===== src/rtl/muladd_pkg.sv =====
package muladd_pkg;

    // Default operand width for the pipeline.
    localparam int unsigned DEF_OPW = 8;

    // Number of register segments between input and result.
    localparam int unsigned SEG_COUNT = 3;

    // Width of a full unsigned product of two w-bit operands.
    function automatic int unsigned prod_width(input int unsigned w);
        return 2 * w;
    endfunction

    // Width that holds a full product plus one w-bit addend without wrap.
    function automatic int unsigned sum_width(input int unsigned w);
        return 2 * w + 1;
    endfunction

endpackage


===== src/rtl/mac_seg_load.sv =====
// Segment one: captures the multiplicands and holds the addend back one clock.
module mac_seg_load
    import muladd_pkg::*;
#(
    parameter int unsigned W = DEF_OPW
) (
    input  logic         clk,
    input  logic         rst,
    input  logic         in_valid,
    input  logic [W-1:0] in_a,
    input  logic [W-1:0] in_b,
    input  logic [W-1:0] in_c,
    output logic         seg_valid,
    output logic [W-1:0] seg_a,
    output logic [W-1:0] seg_b,
    output logic [W-1:0] seg_c
);

    typedef struct packed {
        logic [W-1:0] a;
        logic [W-1:0] b;
        logic [W-1:0] c;
    } load_t;

    load_t held;

    always_ff @(posedge clk) begin
        if (rst) begin
            seg_valid <= 1'b0;
        end else begin
            seg_valid <= in_valid;
        end
    end

    always_ff @(posedge clk) begin
        held <= '{a: in_a, b: in_b, c: in_c};
    end

    assign seg_a = held.a;
    assign seg_b = held.b;
    assign seg_c = held.c;

endmodule


===== src/rtl/mac_seg_mul.sv =====
// Segment two: product of the held multiplicands, addend registered alongside.
module mac_seg_mul
    import muladd_pkg::*;
#(
    parameter int unsigned W = DEF_OPW
) (
    input  logic                     clk,
    input  logic                     rst,
    input  logic                     up_valid,
    input  logic [W-1:0]             up_a,
    input  logic [W-1:0]             up_b,
    input  logic [W-1:0]             up_c,
    output logic                     seg_valid,
    output logic [prod_width(W)-1:0] seg_prod,
    output logic [W-1:0]             seg_c
);

    localparam int unsigned PW = prod_width(W);

    typedef struct packed {
        logic [PW-1:0] prod;
        logic [W-1:0]  c;
    } mul_t;

    mul_t          held;
    logic [PW-1:0] prod_next;

    always_comb begin
        prod_next = PW'(up_a) * PW'(up_b);
    end

    always_ff @(posedge clk) begin
        if (rst) begin
            seg_valid <= 1'b0;
        end else begin
            seg_valid <= up_valid;
        end
    end

    always_ff @(posedge clk) begin
        held <= '{prod: prod_next, c: up_c};
    end

    assign seg_prod = held.prod;
    assign seg_c    = held.c;

endmodule


===== src/rtl/mac_seg_add.sv =====
// Segment three: sum of product and addend into the result register.
module mac_seg_add
    import muladd_pkg::*;
#(
    parameter int unsigned W = DEF_OPW
) (
    input  logic                     clk,
    input  logic                     rst,
    input  logic                     up_valid,
    input  logic [prod_width(W)-1:0] up_prod,
    input  logic [W-1:0]             up_c,
    output logic                     seg_valid,
    output logic [sum_width(W)-1:0]  seg_sum
);

    localparam int unsigned SW = sum_width(W);

    logic [SW-1:0] sum_next;

    always_comb begin
        sum_next = SW'(up_prod) + SW'(up_c);
    end

    always_ff @(posedge clk) begin
        if (rst) begin
            seg_valid <= 1'b0;
        end else begin
            seg_valid <= up_valid;
        end
    end

    always_ff @(posedge clk) begin
        seg_sum <= sum_next;
    end

endmodule


===== src/rtl/muladd_pipe.sv =====
// Top: three segments in a chain, one triple accepted per clock.
module muladd_pipe
    import muladd_pkg::*;
#(
    parameter int unsigned W = DEF_OPW
) (
    input  logic                    clk,
    input  logic                    rst,
    input  logic                    in_valid,
    input  logic [W-1:0]            in_a,
    input  logic [W-1:0]            in_b,
    input  logic [W-1:0]            in_c,
    output logic                    out_valid,
    output logic [sum_width(W)-1:0] out_sum
);

    localparam int unsigned PW = prod_width(W);

    logic          ld_valid;
    logic [W-1:0]  ld_a;
    logic [W-1:0]  ld_b;
    logic [W-1:0]  ld_c;

    logic          mul_valid;
    logic [PW-1:0] mul_prod;
    logic [W-1:0]  mul_c;

    mac_seg_load #(.W(W)) u_load (
        .clk       (clk),
        .rst       (rst),
        .in_valid  (in_valid),
        .in_a      (in_a),
        .in_b      (in_b),
        .in_c      (in_c),
        .seg_valid (ld_valid),
        .seg_a     (ld_a),
        .seg_b     (ld_b),
        .seg_c     (ld_c)
    );

    mac_seg_mul #(.W(W)) u_mul (
        .clk       (clk),
        .rst       (rst),
        .up_valid  (ld_valid),
        .up_a      (ld_a),
        .up_b      (ld_b),
        .up_c      (ld_c),
        .seg_valid (mul_valid),
        .seg_prod  (mul_prod),
        .seg_c     (mul_c)
    );

    mac_seg_add #(.W(W)) u_add (
        .clk       (clk),
        .rst       (rst),
        .up_valid  (mul_valid),
        .up_prod   (mul_prod),
        .up_c      (mul_c),
        .seg_valid (out_valid),
        .seg_sum   (out_sum)
    );

endmodule


===== config.mk =====
export PLATFORM = sky130hd
export DESIGN_NAME = muladd_pipe
export DESIGN_NICKNAME = d
export VERILOG_FILES = /design/src/rtl/muladd_pkg.sv /design/src/rtl/mac_seg_load.sv /design/src/rtl/mac_seg_mul.sv /design/src/rtl/mac_seg_add.sv /design/src/rtl/muladd_pipe.sv
export SDC_FILE = /design/constraint.sdc
export NUM_CORES = 1
export LEC_CHECK = 0
export ABC_AREA = 1
export BUFFER_PORTS_ARGS = -buffer_cell sky130_fd_sc_hd__clkbuf_2
export CORE_AREA = 2 2 103 95
export CTS_CLUSTER_DIAMETER = 200
export DETAILED_ROUTE_END_ITERATION = 12
export DIE_AREA = 0 0 105 97
export PLACE_DENSITY = 0.71
export SYNTH_ARGS = -nofsm -noshare
export SYNTH_HDL_FRONTEND = slang
export SYNTH_SLANG_ARGS = --single-unit
export TNS_END_PERCENT = 1

===== constraint.sdc =====
create_clock -name clk -period 5.78 [get_ports clk]
set_clock_uncertainty 0.15 [all_clocks]
set_input_delay 0.867 -clock clk [delete_from_list [all_inputs] [get_ports clk]]
set_output_delay 0.867 -clock clk [all_outputs]
set_load 0.03 [all_outputs]

==> impl_results.md, run 1 <==
* # DRC at 0
* Max cap viols at 0
* Top Metal Used: met4
* Clk_lat worst skew at 0.35 ns
* Post-synthesis cell count at 568
* Worst-Margin Slew at 0.3612 ns
* CP Data Arrival Time at 4.23 ns
* Sequential fraction of the synthesis area at 30.80%
* Root Driver: clkbuf_8
* Clk sink count at 68
* Worst path cell trace: nand2_1, fa_1, fa_1, inv_1, fa_1, inv_1, fa_1, inv_1, ha_1, nand2_1, inv_1, nand2_1, nor2_1, nor2_1, xnor2_1
* Clock transition at path regs at 0.08 ns
* Pwr Density at 420.3 mW/mm^2
* Kind of cell adding the most delay to the critical path: adder cells
* CP max FO at 8
* Final WS setup at 1.662 ns
* Most frequent cells in the layout: 157 x nand2_1, 145 x inv_1, 68 x dfxtp_1
* CP startpoint kind: flip-flop
* M1 WL at 3764 um
* Hold Vio Cnt, Final at 0
* CP Data Required Time at 5.89 ns
* DP HPWL at 7229 um
* Net Count, Synth at 676
* Total global routing overflow at 0
* Layout Nets at 715
* Via count of the routed design at 3417
* Crit path kind: reg2reg
* Area growth syn-to-layout at 11.75%
* # resized after CTS at 0
* Wire length on met3 at 459 um
* Max Clk Rate at 242.9 MHz
* Dpl cells at 718
* Rows at 33
* IO Port Bufs at 44
* Starting density of the core at 49.11%
* CTS tree: built
* GP Congestion at 0.8835
* Worst min path class: reg2reg
* Critical Path Source: u_load.seg_a[1]$_DFF_P_
* Final period util at 71.24%
* Hold_sp: u_load.seg_c[0]$_DFF_P_
* Via density at 4.655
* Antenna Violating Nets Remaining at 0
* Synth unique cells at 22
* Die Wd at 105 um
* R2R Setup Slk at 1.66 ns
* Post-route insts no fill at 734
* Ports at 45
* Post-Place Worst Slack at 1.682 ns
* Reg2Reg Launch Point: u_load.seg_a[1]$_DFF_P_
* Antenna violations before repair at 0
* Fin crit period at 4.118 ns
* Core region area at 0.009001 sq mm
* Max Slew Vio Count at 0
* Post CTS Setup Buffer Count at 0
* Synth Area per Inst at 7.783 sq um
* Synthesis-stage register bit count at 68
* Max incr delay on CP at 0.55 ns
* H-tree Lvls at 3
* Global-route wire length before repair at 15380 um
* Vias in the first global route at 3460
* CP endpoint kind: flip-flop
* CP max-delay cell: fa_1
* Tot GR Track Use at 18.94%
* RSZ-0062 raised after global routing: no
* Share of layout cells above drive strength 1 at 11.27%
* Drt first pass iters at 5
* LEAKAGE at 2.995 nW
* Pin count of the biggest net entering global routing at 15
* Worst vdd ir at 0.0002140 V
* Commonest non-fill, non-tap cell in the layout: nand2_1
* Buf/Inv on CP at 4
* Total power at 2.076 mW
* Die Y at 97 um
* Wire length on met2 at 4283 um
* Final wirelength at 8689 um
* Setup TNS at 0 ns
* Routed len/inst at 11.84 um
* Relative slew slack at 75.89%
* Status: finished clean
* Hold slack at 0.1803 ns
* Cell Area, Synth at 0.004420 sq mm
* Synth warnings at 0
* TritonCTS Buffers at 9
* Initial DRC Count at 203
* CTS Buffer Depth at 2
* Total die area at 0.01019 sq mm
* Final setup viols at 0
* Antenna cells at 0
* Hold buffers post-CTS at 0
-- registers in the layout, indices dropped and copies added (netlist names) --
signal / cells
u_mul.seg_c: 8
u_load.seg_b: 8
u_load.seg_c: 8
u_load.seg_valid: 1
u_add.seg_sum: 17
u_mul.seg_prod: 16
u_load.seg_a: 8
u_add.seg_valid: 1
u_mul.seg_valid: 1
-- worst paths after layout --
path,end,cells past startpoint
setup reg to reg,u_mul.seg_prod[11]$_DFF_P_,15
setup / recovery,u_mul.seg_prod[11]$_DFF_P_,15
hold reg to reg,u_mul.seg_c[0]$_DFF_P_,0
hold / removal,u_mul.seg_c[0]$_DFF_P_,0
-- cell type report --
| class | instances | area [sq um] |
|---|---|---|
| well taps | 122 | 152.6 |
| clock inverters | 7 | 82.58 |
| inverters | 146 | 548.0 |
| multi-input cells | 338 | 2451 |
| clock buffers | 9 | 123.9 |
| flip-flops and latches | 68 | 1361 |
| repair buffers | 44 | 220.2 |
| fillers | 885 | 4061 |
-- synthesized netlist by cell type --
library cell  count  share of area [%]
inv_2             1              0.085
nand3b_1          4               0.68
o21ai_2           1               0.20
xnor2_1           6                1.2
a21o_1            2               0.34
nand2_2           3               0.42
o21ai_1           1               0.11
nand3_1          24                2.7
ha_1             44                 12
a21oi_1          10                1.1
nor2_2            1               0.14
dfxtp_1          68                 31
inv_1           145                 12
nand2_1         157                 13
clkbuf_1         16                1.4
nor3_2            2               0.45
fa_1             37                 17
nor2_4            1               0.25
o21bai_1          1               0.17
nand4_1           6               0.85
xor2_1            9                1.8
nor2_1           29                2.5
-- cell families after synthesis --
family | Yosys count | synth area share (%)
compound gates | 15 | 1.953
xor+xnor | 15 | 2.972
fa+ha+maj | 81 | 29.21
buf+inv | 162 | 13.76
flops | 68 | 30.80
simple gates | 227 | 21.31
-- worst register-to-register path, stage by stage, from the launching register on --
cell and delay (ns):
dfxtp_1 0.53, nand2_1 0.13, fa_1 0.50, fa_1 0.55, inv_1 0.05, fa_1 0.53
inv_1 0.05, fa_1 0.52, inv_1 0.04, ha_1 0.34, nand2_1 0.12, inv_1 0.09
nand2_1 0.07, nor2_1 0.10, nor2_1 0.06, xnor2_1 0.19
-- metal layers --
metal	up-vias	GRT usage [%]
met2	95	32.82
met1	1568	23.00
met5	-	0
met4	0	6.769
li1	1738	-
met3	16	4.313
-- power breakdown --
group | switching, mW | internal, mW | total (mW)
logic | 0.647 | 0.365 | 1.01
registers | 0.0702 | 0.588 | 0.658
clock network | 0.201 | 0.206 | 0.407
-- per-stage QoR --
| step | util [%] | cell area [sq um] |
|---|---|---|
| 2_1_floorplan | - | 4420 |
| 3_3_place_gp | 52.59 | 4733 |
| 3_5_place_dp | 52.59 | 4733 |
| 4_1_cts | 54.88 | 4940 |
| 5_1_grt | 54.88 | 4940 |
| 6_report | 54.88 | 4940 |
Power figures use the tool's default switching activity.
==> inputs of run 2 (changes only) <==
--- a/config.mk
+++ b/config.mk
@@ -11,7 +11,7 @@
 export CTS_CLUSTER_DIAMETER = 200
 export DETAILED_ROUTE_END_ITERATION = 12
 export DIE_AREA = 0 0 105 97
-export PLACE_DENSITY = 0.71
+export PLACE_DENSITY = 0.73
 export SYNTH_ARGS = -nofsm -noshare
 export SYNTH_HDL_FRONTEND = slang
 export SYNTH_SLANG_ARGS = --single-unit
==> constraint.sdc (replaced) <==
create_clock -name clk -period 3.4 [get_ports clk]
set_clock_uncertainty 0.15 [all_clocks]
set_input_delay 0.51 -clock clk [delete_from_list [all_inputs] [get_ports clk]]
set_output_delay 0.51 -clock clk [all_outputs]
set_load 0.03 [all_outputs]
==> run 2 against run 1 <==
Design area increased by 9.8%; critical path type unchanged; sequential power increased by 69%; the flow now finishes with violations (setup timing); critical path depth increased by 1; sequential share of layout area decreased by 1.7 points; cell count increased by 4.0%; die area unchanged; setup slack got worse by 1.9 ns; register-to-register slack got worse by 1.9 ns; critical endpoint is now u_mul.seg_prod[15]$_DFF_P_; routed wire length increased by 0.28%.
==> impl_results.md, run 2 (synthesized netlist as in run 1, its figures left out) <==
* Status: finished, violations left
* Failing checks: setup timing
* Max cap viols at 0
* Vias in the first global route at 3588
* Share of layout cells above drive strength 1 at 23.09%
* Worst vdd ir at 0.0003612 V
* Fin crit period at 3.638 ns
* Clk_lat worst skew at 0.35 ns
* Hold Crit Depth at 1
* CP endpoint kind: flip-flop
* Sequential share of power at 27.1%
* Antenna Violating Nets Remaining at 0
* R2R cell count at 16
* CTS Buffer Depth at 2
* Total global routing overflow at 0
* Core region area at 0.009001 sq mm
* GP Congestion at 0.9227
* Total die area at 0.01019 sq mm
* Pin count of the biggest net entering global routing at 14
* Final setup viols at 9
* Max reg flops at 17
* Global-route wire length before repair at 15320 um
* Setup TNS at -1.586 ns
* Final WS setup at -0.2382 ns
* Top reg by flops: u_add.seg_sum
* Area growth syn-to-layout at 22.67%
* Root Driver: clkbuf_8
* Power Internal at 2.395 mW
* Crit path kind: reg2reg
* # DRC at 0
* Initial DRC Count at 78
* DP HPWL at 6943 um
* Commonest non-fill, non-tap cell in the layout: nand2_1
* Drt first pass iters at 5
* Max Slew Vio Count at 0
* Clock Power Share at 19.9%
* Hold buffers post-CTS at 0
* Most frequent cells in the layout: 143 x nand2_1, 140 x inv_1, 55 x dfxtp_1
* H-tree Lvls at 3
* Max Clk Rate at 274.9 MHz
* Starting density of the core at 49.11%
* Die Y at 97 um
* Ports at 45
* CTS tree: built
* CP startpoint kind: flip-flop
* Layout Nets at 744
* Final wirelength at 8713 um
* RSZ-0062 raised after global routing: yes
* Hold Vio Cnt, Final at 0
* Reg2Reg Launch Point: u_load.seg_a[2]$_DFF_P_
* Die Wd at 105 um
* P_sw at 1.700 mW
* Comb power frac at 53.0%
* Relative slew slack at 80.13%
* Via density at 4.509
* Antenna violations before repair at 0
* Rows at 33
* Clk sink count at 68
* Hold_sp: in_c[6]
* Critical Path Source: u_load.seg_a[2]$_DFF_P_
* CP Data Arrival Time at 3.74 ns
* LEAKAGE at 3.178 nW
* Pwr Density at 755.2 mW/mm^2
* TritonCTS Buffers at 9
* Routed len/inst at 11.42 um
* Worst min path class: in2reg
* Via count of the routed design at 3440
* CP Data Required Time at 3.50 ns
* Clock transition at path regs at 0.08 ns
* Antenna cells at 0
* Final period util at 107.0%
* Hold slack at 0.1008 ns
* Tot GR Track Use at 18.62%
* Worst-Margin Slew at 0.2976 ns
* Switch share at 41.51%
* CP max FO at 6
* IO Port Bufs at 44
run 2: cell count changes in the layout (fill, tap and decap cells not counted), moves of 4 or more:
cell	delta
nand2_1	-14
inv_2	+5
ha_4	+6
ha_1	-6
buf_4	+29
dfxtp_4	+9
inv_1	-5
nor2_1	-4
dfxtp_2	+4
nand2_2	+9
dfxtp_1	-13
nand2_4	+5
run 2: per-stage QoR:
step                      instances  instance area, sq um  worst slack, ns  power (mW)  utilization (%)
final                           763                  5423          -0.2382       4.095            60.24
after global routing            763                  5423          -0.4598       4.458            60.24
after CTS                       762                  5379          -0.2367       4.086            59.76
after detailed placement        746                  5059          -0.3567       3.214            56.20
after global placement          746                  5059          -0.3203       3.172            56.20
after floorplan                 568                  4632          -0.1457       2.669                -
run 2: path summary, 6_finish.rpt:
check	slack [ns]	endpoint
worst max-delay path	-0.24	u_mul.seg_prod[15]$_DFF_P_
worst min-delay path	0.10	u_load.seg_c[6]$_DFF_P_
worst max register to register	-0.24	u_mul.seg_prod[15]$_DFF_P_
worst min register to register	0.18	u_mul.seg_c[3]$_DFF_P_
run 2: per-layer routing:
| layer | wire (um) | global-route usage, % |
|---|---|---|
| met5 | 0 | 0 |
| met4 | 197 | 7.590 |
| met3 | 349 | 4.650 |
| met2 | 4335 | 33.37 |
| met1 | 3831 | 21.01 |
run 2: cell type report:
cell class	count	area, sq um
clock buffer	9	123.9
clock inverter	7	123.9
fill	796	3578
inverter	146	548.0
multi-input combinational	338	2636
sequential	68	1400
tap	122	152.6
timing repair buffer	73	437.9
run 2: power groups by stage:
| stage | Clock, mW | Sequential (mW) | Combinational [mW] |
|---|---|---|---|
| after floorplan | 0 | 1.26 | 1.40 |
| after global placement | 0 | 1.13 | 2.04 |
| after detailed placement | 0 | 1.13 | 2.09 |
| after CTS | 0.836 | 1.11 | 2.14 |
| after global routing | 0.876 | 1.13 | 2.45 |
| final | 0.817 | 1.11 | 2.17 |
run 2: critical path, stage by stage, from the launching register on:
cell and delay [ns]:
dfxtp_4 0.38, nand2_1 0.07, inv_1 0.05, fa_1 0.58
fa_1 0.43, fa_1 0.49, inv_1 0.05, fa_1 0.50
inv_2 0.05, ha_4 0.30, nand2_2 0.07, inv_1 0.08
nand2_2 0.06, nor2_1 0.09, nand2_1 0.07, nand4_1 0.07
nand2_1 0.06
run 2: repair_timing:
item / in CTS / in global routing
endpoints found under the setup margin: 10 / 10
buffers inserted: 0 / 1
resized for setup: 30 / 11
pin swaps: 5 / 8
